===== config.mk =====
export PLATFORM = sky130hd
export DESIGN_NAME = load_use_interlock
export DESIGN_NICKNAME = d
export VERILOG_FILES = /design/src/rtl/lu_pkg.sv /design/src/rtl/lu_operand_decode.sv /design/src/rtl/lu_field_match.sv /design/src/rtl/lu_stall_seq.sv /design/src/rtl/load_use_interlock.sv
export SDC_FILE = /design/constraint.sdc
export NUM_CORES = 1
export LEC_CHECK = 0
export ABC_AREA = 1
export BUFFER_PORTS_ARGS = -buffer_cell sky130_fd_sc_hd__buf_2
export CAP_MARGIN = 20
export CORE_AREA = 5 5 42 44
export DETAILED_ROUTE_END_ITERATION = 7
export DIE_AREA = 0 0 47 49
export MAX_ROUTING_LAYER = met4
export PLACE_DENSITY_LB_ADDON = 0.12
export SLEW_MARGIN = 40
export SYNTH_ARGS = -nofsm -noshare
export SYNTH_HDL_FRONTEND = slang
export SYNTH_HIERARCHICAL = 1
export SYNTH_SLANG_ARGS = --single-unit
export TNS_END_PERCENT = 10

===== constraint.sdc =====
create_clock -name clk -period 1.1 [get_ports clk]
set_input_delay 0.055 -clock clk [delete_from_list [all_inputs] [get_ports clk]]
set_output_delay 0.055 -clock clk [all_outputs]
set_load 0.02 [all_outputs]

===== src/rtl/lu_pkg.sv =====
package lu_pkg;

  localparam int unsigned REG_W = 5;
  localparam int unsigned CLS_W = 4;
  localparam int unsigned NUM_SRC = 2;

  typedef enum logic [CLS_W-1:0] {
    CLS_NOP    = 4'd0,
    CLS_ALU_RR = 4'd1,
    CLS_ALU_RI = 4'd2,
    CLS_LOAD   = 4'd3,
    CLS_STORE  = 4'd4,
    CLS_MULT   = 4'd5,
    CLS_BEQ    = 4'd6,
    CLS_JR     = 4'd7,
    CLS_JALR   = 4'd8,
    CLS_MTCOP  = 4'd9,
    CLS_MFCOP  = 4'd10,
    CLS_JAL    = 4'd11,
    CLS_MFMUL  = 4'd12
  } cls_e;

  typedef struct packed {
    logic use_a;
    logic use_b;
  } src_use_t;

endpackage


===== src/rtl/lu_operand_decode.sv =====
module lu_operand_decode
  import lu_pkg::*;
#(
  parameter int unsigned CW = CLS_W
) (
  input  logic [CW-1:0] class_i,
  output src_use_t      use_o
);

  always_comb begin
    use_o = '0;
    case (class_i)
      CLS_ALU_RR: use_o = '{use_a: 1'b1, use_b: 1'b1};
      CLS_ALU_RI: use_o = '{use_a: 1'b1, use_b: 1'b0};
      CLS_LOAD:   use_o = '{use_a: 1'b1, use_b: 1'b0};
      // store data register is served by memory-data forwarding
      CLS_STORE:  use_o = '{use_a: 1'b1, use_b: 1'b0};
      CLS_MULT:   use_o = '{use_a: 1'b1, use_b: 1'b1};
      CLS_BEQ:    use_o = '{use_a: 1'b1, use_b: 1'b1};
      CLS_JR:     use_o = '{use_a: 1'b1, use_b: 1'b0};
      CLS_JALR:   use_o = '{use_a: 1'b1, use_b: 1'b0};
      CLS_MTCOP:  use_o = '{use_a: 1'b0, use_b: 1'b1};
      default:    use_o = '0;
    endcase
  end

endmodule


===== src/rtl/lu_field_match.sv =====
module lu_field_match #(
  parameter int unsigned RW = 5,
  parameter int unsigned NS = 2
) (
  input  logic [NS-1:0][RW-1:0] src_idx_i,
  input  logic [NS-1:0]         src_used_i,
  input  logic                  load_i,
  input  logic [RW-1:0]         dst_i,
  output logic [NS-1:0]         hit_o,
  output logic                  any_hit_o
);

  logic dst_live;

  always_comb begin
    dst_live = load_i && (dst_i != '0);
  end

  for (genvar g = 0; g < NS; g++) begin : g_src
    always_comb begin
      hit_o[g] = dst_live && src_used_i[g] && (src_idx_i[g] == dst_i);
    end
  end

  always_comb begin
    any_hit_o = |hit_o;
  end

endmodule


===== src/rtl/lu_stall_seq.sv =====
module lu_stall_seq (
  input  logic clk,
  input  logic rst_n,
  input  logic hazard_i,
  output logic stall_o
);

  logic armed_q, armed_d;
  logic guard_q, guard_d;

  // next state
  always_comb begin
    stall_o = hazard_i && armed_q && !guard_q;
    armed_d = 1'b1;
    guard_d = stall_o;
  end

  // registers
  always_ff @(posedge clk or negedge rst_n) begin
    if (!rst_n) begin
      armed_q <= 1'b0;
      guard_q <= 1'b0;
    end else begin
      armed_q <= armed_d;
      guard_q <= guard_d;
    end
  end

endmodule


===== src/rtl/load_use_interlock.sv =====
module load_use_interlock
  import lu_pkg::*;
#(
  parameter int unsigned RW = REG_W,
  parameter int unsigned CW = CLS_W
) (
  input  logic          clk,
  input  logic          rst_n,
  input  logic          exe_is_load_i,
  input  logic [RW-1:0] exe_dst_i,
  input  logic [CW-1:0] dec_class_i,
  input  logic [RW-1:0] dec_src_a_i,
  input  logic [RW-1:0] dec_src_b_i,
  output logic          fetch_hold_o,
  output logic          decode_hold_o,
  output logic          exec_flush_o
);

  localparam int unsigned NS = NUM_SRC;

  src_use_t             use_w;
  logic [NS-1:0][RW-1:0] src_idx;
  logic [NS-1:0]         src_used;
  logic [NS-1:0]         hit;
  logic                  hazard;
  logic                  stall;

  always_comb begin
    src_idx[0]  = dec_src_a_i;
    src_idx[1]  = dec_src_b_i;
    src_used[0] = use_w.use_a;
    src_used[1] = use_w.use_b;
  end

  lu_operand_decode #(.CW(CW)) u_decode (
    .class_i (dec_class_i),
    .use_o   (use_w)
  );

  lu_field_match #(.RW(RW), .NS(NS)) u_match (
    .src_idx_i  (src_idx),
    .src_used_i (src_used),
    .load_i     (exe_is_load_i),
    .dst_i      (exe_dst_i),
    .hit_o      (hit),
    .any_hit_o  (hazard)
  );

  lu_stall_seq u_seq (
    .clk      (clk),
    .rst_n    (rst_n),
    .hazard_i (hazard),
    .stall_o  (stall)
  );

  always_comb begin
    fetch_hold_o  = stall;
    decode_hold_o = stall;
    exec_flush_o  = stall;
  end

endmodule


# [Yosys cells after proc, flatten, opt, wreduce, memory -nomap -nowiden]
# Memory sizes are Yosys's and may differ from the RTL's.
# Index checks and enable logic that the tools add are counted.
[word_totals] in_bits=22 latch_bits=0 mem_bits_rw=0 memories=1 rom_bits=32 out_inout_bits=3 reg_bits=2 word_cells=15
[memory_table] memory="(no name shown)" depth=16 word_bits=2 read_ports=1 rd_clocked_by_memory_dff=0 wr=0 line_no="lu_operand_decode.sv:12" text="case (class_i)"
[classes] n_eq_ne=2 magnitude_cmp=0 n_mul=0 reduce_logical=10 add_sub_neg=0 bitwise_logic=0 muxes=0 div_mod_pow=0 n_shift=0
[ops] op="5-bit == test" n=2
[ops] op="1-bit logical AND" n=7
[ops] op="5-bit nonzero test" n=1
[ops] op="2-bit OR reduction" n=1
[ops] op="1-bit logical NOT" n=1

# [Depth between registers and ports, before layout]
# Gate-level depths: netlist of the first run.
[logic_depth] ltp_word=7 ltp_mapped=13 ltp_nobuf=12

# [Hierarchy]
# Netlist of the first run, hierarchy kept.
[modules_own_cells] mod="lu_field_match" area_per_inst_um2=221.5 cells_each=48 n_inst=1
[modules_own_cells] mod="lu_operand_decode" area_per_inst_um2=71.3 cells_each=13 n_inst=1
[modules_own_cells] mod="lu_stall_seq" area_per_inst_um2=63.8 cells_each=5 n_inst=1
[modules_own_cells] mod="load_use_interlock" area_per_inst_um2=15.0 cells_each=2 n_inst=1

# [Worst setup path after synthesis of the first run]
# OpenSTA, ideal clock, no wires.
[synth_timing] kind="input-to-output" start="input dec_class_i[1]" end="output exec_flush_o" arrival_ns=1.340 path_buffers=1 setup_slack_ns=-0.295 stages=13 path_cell_list="inv_1 > ha_1 > nand3_1 > nand2_1 > inv_1 > nor2_1 > nand2_1 > nor2_1 > nand3_1 > nand2_1 > nand2_1 > nor2_2 > buf_4"
[synth_lines] item="from (decl)" line_no="load_use_interlock.sv:11" text="input logic [CW-1:0] dec_class_i,"
[synth_lines] item="to (decl)" line_no="load_use_interlock.sv:16" text="output logic exec_flush_o"

==> impl_metrics.toml, run 1 <==
[critical_path]
cp.required_ns = 1.04
worst_r2r_path_depth = 4
r2r-end = "u_seq/guard_q$_DFF_PN0_"
cp_top_family = "simple AND/OR/NAND/NOR gates"
critPathLaunchType = "input port"
crit_slowest_cell = "ha_4"
r2r_start = "u_seq/armed_q$_DFF_PN0_"
max_stage_delay_ns = 0.25
endpoint_kind = "output pin"
crit_chain = "buf_8, inv_8, ha_4, nand3_2, nand2_1, inv_1, nor2_1, nand2_1, nor2_1, nand3_1, nand2_1, nand2_2, nor2_4, buf_6"
crit_top_cell = "nand2_1"
crit_buf_inv = 4
r2r_slack_ns = 0.27
startpoint = "dec_class_i[0]"
critPathMaxFanout = 4
endpoint = "fetch_hold_o"
worstPathArrival_ns = 1.26
cp.depth = 14
setup.worst_path.class = "input port to output pin"

[die]
rows = 14
die_x_um = 47
core-area_um2 = 1400
fp.dieH_um = 49
ios = 25
floorplan.initialDensity_pct = 26.0
die_area_um2 = 2300

[final_layout]
stdcell_count = 112
syn_to_final_growth_pct = 73.2
final_util_pct = 45.0
n_fill_cell = 169
drive_above_1_share_pct = 44.8
fin_area_um2 = 631
fin_nets = 122
antenna_cells = 0

[detailed_routing]
wl_per_cell_um = 7.63
vias_per_cell = 3.88
dr.pass1.iters = 4
routed_wl_um = 854
drtIter0Drc = 4
vias = 435
drc = 0
ant_nets = 0

[sta]
rsz0062_at_grt = "yes"
slew_violations = 0
worst_clock_skew_ns = 0.000484
min_period_over_period_pct = 119
setup_violations = 4
fmax_mhz = 763
whs_ns = 0.150
worst_slack_ns = -0.211
min_period_ns = 1.31
hold_viol_final = 0

[global_routing]
track_usage_pct = 7.94
antenna_found_initial = 0
gr-total-overflow = 0
grt_first_pass_wirelength_um = 1350
grt_max_degree = 5
grt_pass1_vias = 400

[placement]
port_buffers = 24
finalWeightedCongestion = 0.699
dp_cells = 107
placed_area_um2 = 552
hpwl_um = 736

[logic_synthesis]
syn_avg_cell_area_um2 = 5.52
synth_nets = 90
ys_warn_count = 6
netlist_area_um2 = 364
syn_inst = 66

[cts]
clk_latency_ns = 0.22
clk_pin_slew_worst_paths_ns = 0.03
cts_tree = "yes"
cts.sinks = 2
cts_buffer_depth = 2
clock-root-buffer = "clkbuf_4"
htree_levels = 1
numCtsBuffers = 3

[power_and_ir_drop]
power.internal_w = 0.000279
total_power_w = 0.000392
p_switching_w = 0.000113
seqPwrFrac_pct = 19.7
vdd_drop_max_uv = 456
p_clk_share_pct = 39.9
switching_share_pct = 28.8
p_per_area_nw_per_um2 = 622
combPwrFrac_pct = 40.3
leakage_nw = 0.385

[run_status]
violations = "negative setup slack"
outcome = "finished, violations left"

[run]
maxCapViolations = 0

[worst_hold_path]
hold_path.class = "input port to async pin"
[worst min-delay path by stage]
stage / to / depth (start not counted)
after floorplan: u_seq/armed_q$_DFF_PN0_ / 0
after global placement: u_seq/armed_q$_DFF_PN0_ / 1
after detailed placement: u_seq/guard_q$_DFF_PN0_ / 1
after CTS: u_seq/guard_q$_DFF_PN0_ / 2
after global routing: u_seq/armed_q$_DFF_PN0_ / 2
final: u_seq/guard_q$_DFF_PN0_ / 2
[cells in the final DEF, fill, tap and decap left out, types with 3 or more instances in the layout]
cell / instances
nand2_1: 20
buf_2: 19
inv_1: 12
nor2_1: 7
nand3_1: 5
buf_4: 4
xor2_1: 4
clkbuf_4: 3
buf_6: 3
[final cells by class]
cell class,count,area (um^2),share of cell area (%)
inverters,16,75.1,11.9
multi-input cells,46,264,41.9
well taps,16,20.0,3.17
flip-flops and latches,2,50.0,7.94
clock buffers,3,22.5,3.57
repair buffers,29,199,31.5
[power by group through the flow]
stage	Sequential (W)	Clock [W]	Combinational, W
final	0.0000774	0.000157	0.000158
after floorplan	0.0000781	0	0.0000790
after global routing	0.0000774	0.000184	0.000179
after CTS	0.0000774	0.000166	0.000161
after detailed placement	0.0000782	0	0.000147
after global placement	0.0000781	0	0.000147
[per-layer routing]
layer | vias up | global-route usage, % | share of wire [%]
met5 | - | - | 0
met4 | 0 | 4.15 | 0
met3 | 0 | 1.11 | 7.7
met2 | 10 | 13.8 | 57
met1 | 178 | 8.11 | 35
li1 | 247 | - | -
[sequential cells by signal (all words and copies together), names as in the netlist]
signal         cells
u_seq/armed_q      1
u_seq/guard_q      1
[timing repair]
action / 4_1_cts / 5_1_grt
hold endpoints to repair: 2 / 0
gates resized for setup: 12 / 0
setup endpoints to repair: 4 / 4
hold buffers: 1 / 0
pin swaps: 4 / 0
setup buffers: 1 / 0
[stage by stage]
step                      worst slack (ns)  setup TNS, ns
after floorplan                     -0.163         -0.399
after global placement              -0.312          -1.19
after detailed placement            -0.334          -1.28
after CTS                           -0.228         -0.764
after global routing                -0.326          -1.15
final                               -0.211         -0.698
No activity file was read; power rests on OpenSTA's default activity.
==> run 2: changes to the inputs <==
--- a/config.mk
+++ b/config.mk
@@ -9,6 +9,7 @@
 export BUFFER_PORTS_ARGS = -buffer_cell sky130_fd_sc_hd__buf_2
 export CAP_MARGIN = 20
 export CORE_AREA = 5 5 42 44
+export CTS_BUF_LIST = sky130_fd_sc_hd__clkbuf_8
 export DETAILED_ROUTE_END_ITERATION = 7
 export DIE_AREA = 0 0 47 49
 export MAX_ROUTING_LAYER = met4
==> impl_metrics.toml, run 2 (same netlist as run 1, synthesis figures left out) <==
[final_layout]
n_fill_cell = 162
final_util_pct = 46.3
top_regs = "u_seq/armed_q: 1 flops, u_seq/guard_q: 1 flops"
layout_common_cells = "nand2_1, buf_2, inv_1"
syn_to_final_growth_pct = 78.4
final_common_cell = "nand2_1"
drive_above_1_share_pct = 44.8
fin_nets = 122
antenna_cells = 0
stdcell_count = 112

[global_routing]
track_usage_pct = 8.66
grt_pass1_vias = 398
antenna_found_initial = 0
grt_max_degree = 5
gr-total-overflow = 0
grt_first_pass_wirelength_um = 1380

[run_status]
violations = "negative setup slack"
outcome = "finished, violations left"

[run]
maxCapViolations = 0

[die]
rows = 14
die_area_um2 = 2300
core-area_um2 = 1400
fp.dieH_um = 49
floorplan.initialDensity_pct = 26.0
die_x_um = 47
ios = 25

[critical_path]
cp_top_family = "simple AND/OR/NAND/NOR gates"
critPathLaunchType = "input port"
cp.required_ns = 1.04
endpoint_kind = "output pin"
critPathMaxFanout = 4
crit_chain = "buf_8, inv_8, ha_4, nand3_2, nand2_1, inv_1, nor2_1, nand2_1, nor2_1, nand3_1, nand2_1, nand2_2, nor2_4, buf_6"
worstPathArrival_ns = 1.26
crit_slowest_cell = "ha_4"
max_stage_delay_ns = 0.25
crit_buf_inv = 4
crit_top_cell = "nand2_1"
setup.worst_path.class = "input port to output pin"

[detailed_routing]
drtIter0Drc = 4
routed_wl_um = 879
vias = 440
vias_per_cell = 3.93
drc = 0
wl_per_cell_um = 7.85
ant_nets = 0
dr.pass1.iters = 4

[placement]
dp_cells = 107
port_buffers = 24
pre_cts_ws_ns = -0.334
finalWeightedCongestion = 0.699
hpwl_um = 736

[cts]
clk_pin_slew_worst_paths_ns = 0.03
numCtsBuffers = 3
htree_levels = 1
cts_tree = "yes"
cts.sinks = 2
clock-root-buffer = "clkbuf_8"
cts_buffer_depth = 2
clk_latency_ns = 0.21

[worst_hold_path]
hold_path.class = "input port to async pin"

[power_and_ir_drop]
vdd_drop_max_uv = 992
leakage_nw = 0.392
p_per_area_nw_per_um2 = 814

[sta]
min_period_over_period_pct = 119
tns_ns = -0.706
rsz0062_at_grt = "yes"
fmax_mhz = 763
slew_violations = 0
worst_clock_skew_ns = 0.00311
min_period_ns = 1.31
worst_slack_ns = -0.210
whs_ns = 0.155
hold_viol_final = 0
setup_violations = 4
[run 2: power breakdown]
part           internal [W]  switching, W  leakage, nW
sequential        0.0000764   0.000000996       0.0256
clock              0.000232     0.0000616       0.0216
combinational     0.0000826     0.0000752        0.345
[run 2: per-stage QoR]
stage	total power (W)	area (um^2)
after global placement	0.000225	552
after global routing	0.000581	649
final	0.000529	649
after CTS	0.000534	649
after floorplan	0.000157	412
after detailed placement	0.000226	552
[run 2: routing by layer]
layer / part of all wire (%) / global-route usage, % / routed length (um) / vias to the layer above
li1: - / - / - / 247
met1: 34 / 8.33 / 300 / 178
met2: 55 / 13.8 / 484 / 13
met3: 7.8 / 1.11 / 69 / 2
met4: 2.8 / 8.29 / 25 / 0
met5: 0 / - / 0 / -
[run 2: worst paths after layout]
path / start / depth (start not counted) / to / slack (ns)
hold reg to reg: u_seq/guard_q$_DFF_PN0_ / 3 / u_seq/guard_q$_DFF_PN0_ / 0.69
setup / recovery: dec_class_i[0] / 14 / fetch_hold_o / -0.21
min in group clk: exe_is_load_i / 9 / u_seq/guard_q$_DFF_PN0_ / 0.56
setup reg to reg: u_seq/armed_q$_DFF_PN0_ / 4 / u_seq/guard_q$_DFF_PN0_ / 0.27
hold / removal: rst_n / 2 / u_seq/armed_q$_DFF_PN0_ / 0.15
max in group asynchronous: rst_n / 2 / u_seq/guard_q$_DFF_PN0_ / 0.85
[run 2: final cells by class]
class	count	area (um^2)	share of cell area (%)
Inverter	16	75.1	11.6
Timing Repair Buffer	29	199	30.6
Multi-Input combinational cell	46	264	40.7
Sequential cell	2	50.0	7.71
Clock buffer	3	41.3	6.36
Tap cell	16	20.0	3.08
[run 2: repair_timing]
action	in CTS	in global routing
gates resized for setup	12	0
endpoints found under the setup margin	4	4
pin swaps	4	0
hold buffers	1	0
buffers inserted	1	0
endpoints found under the hold margin	2	0
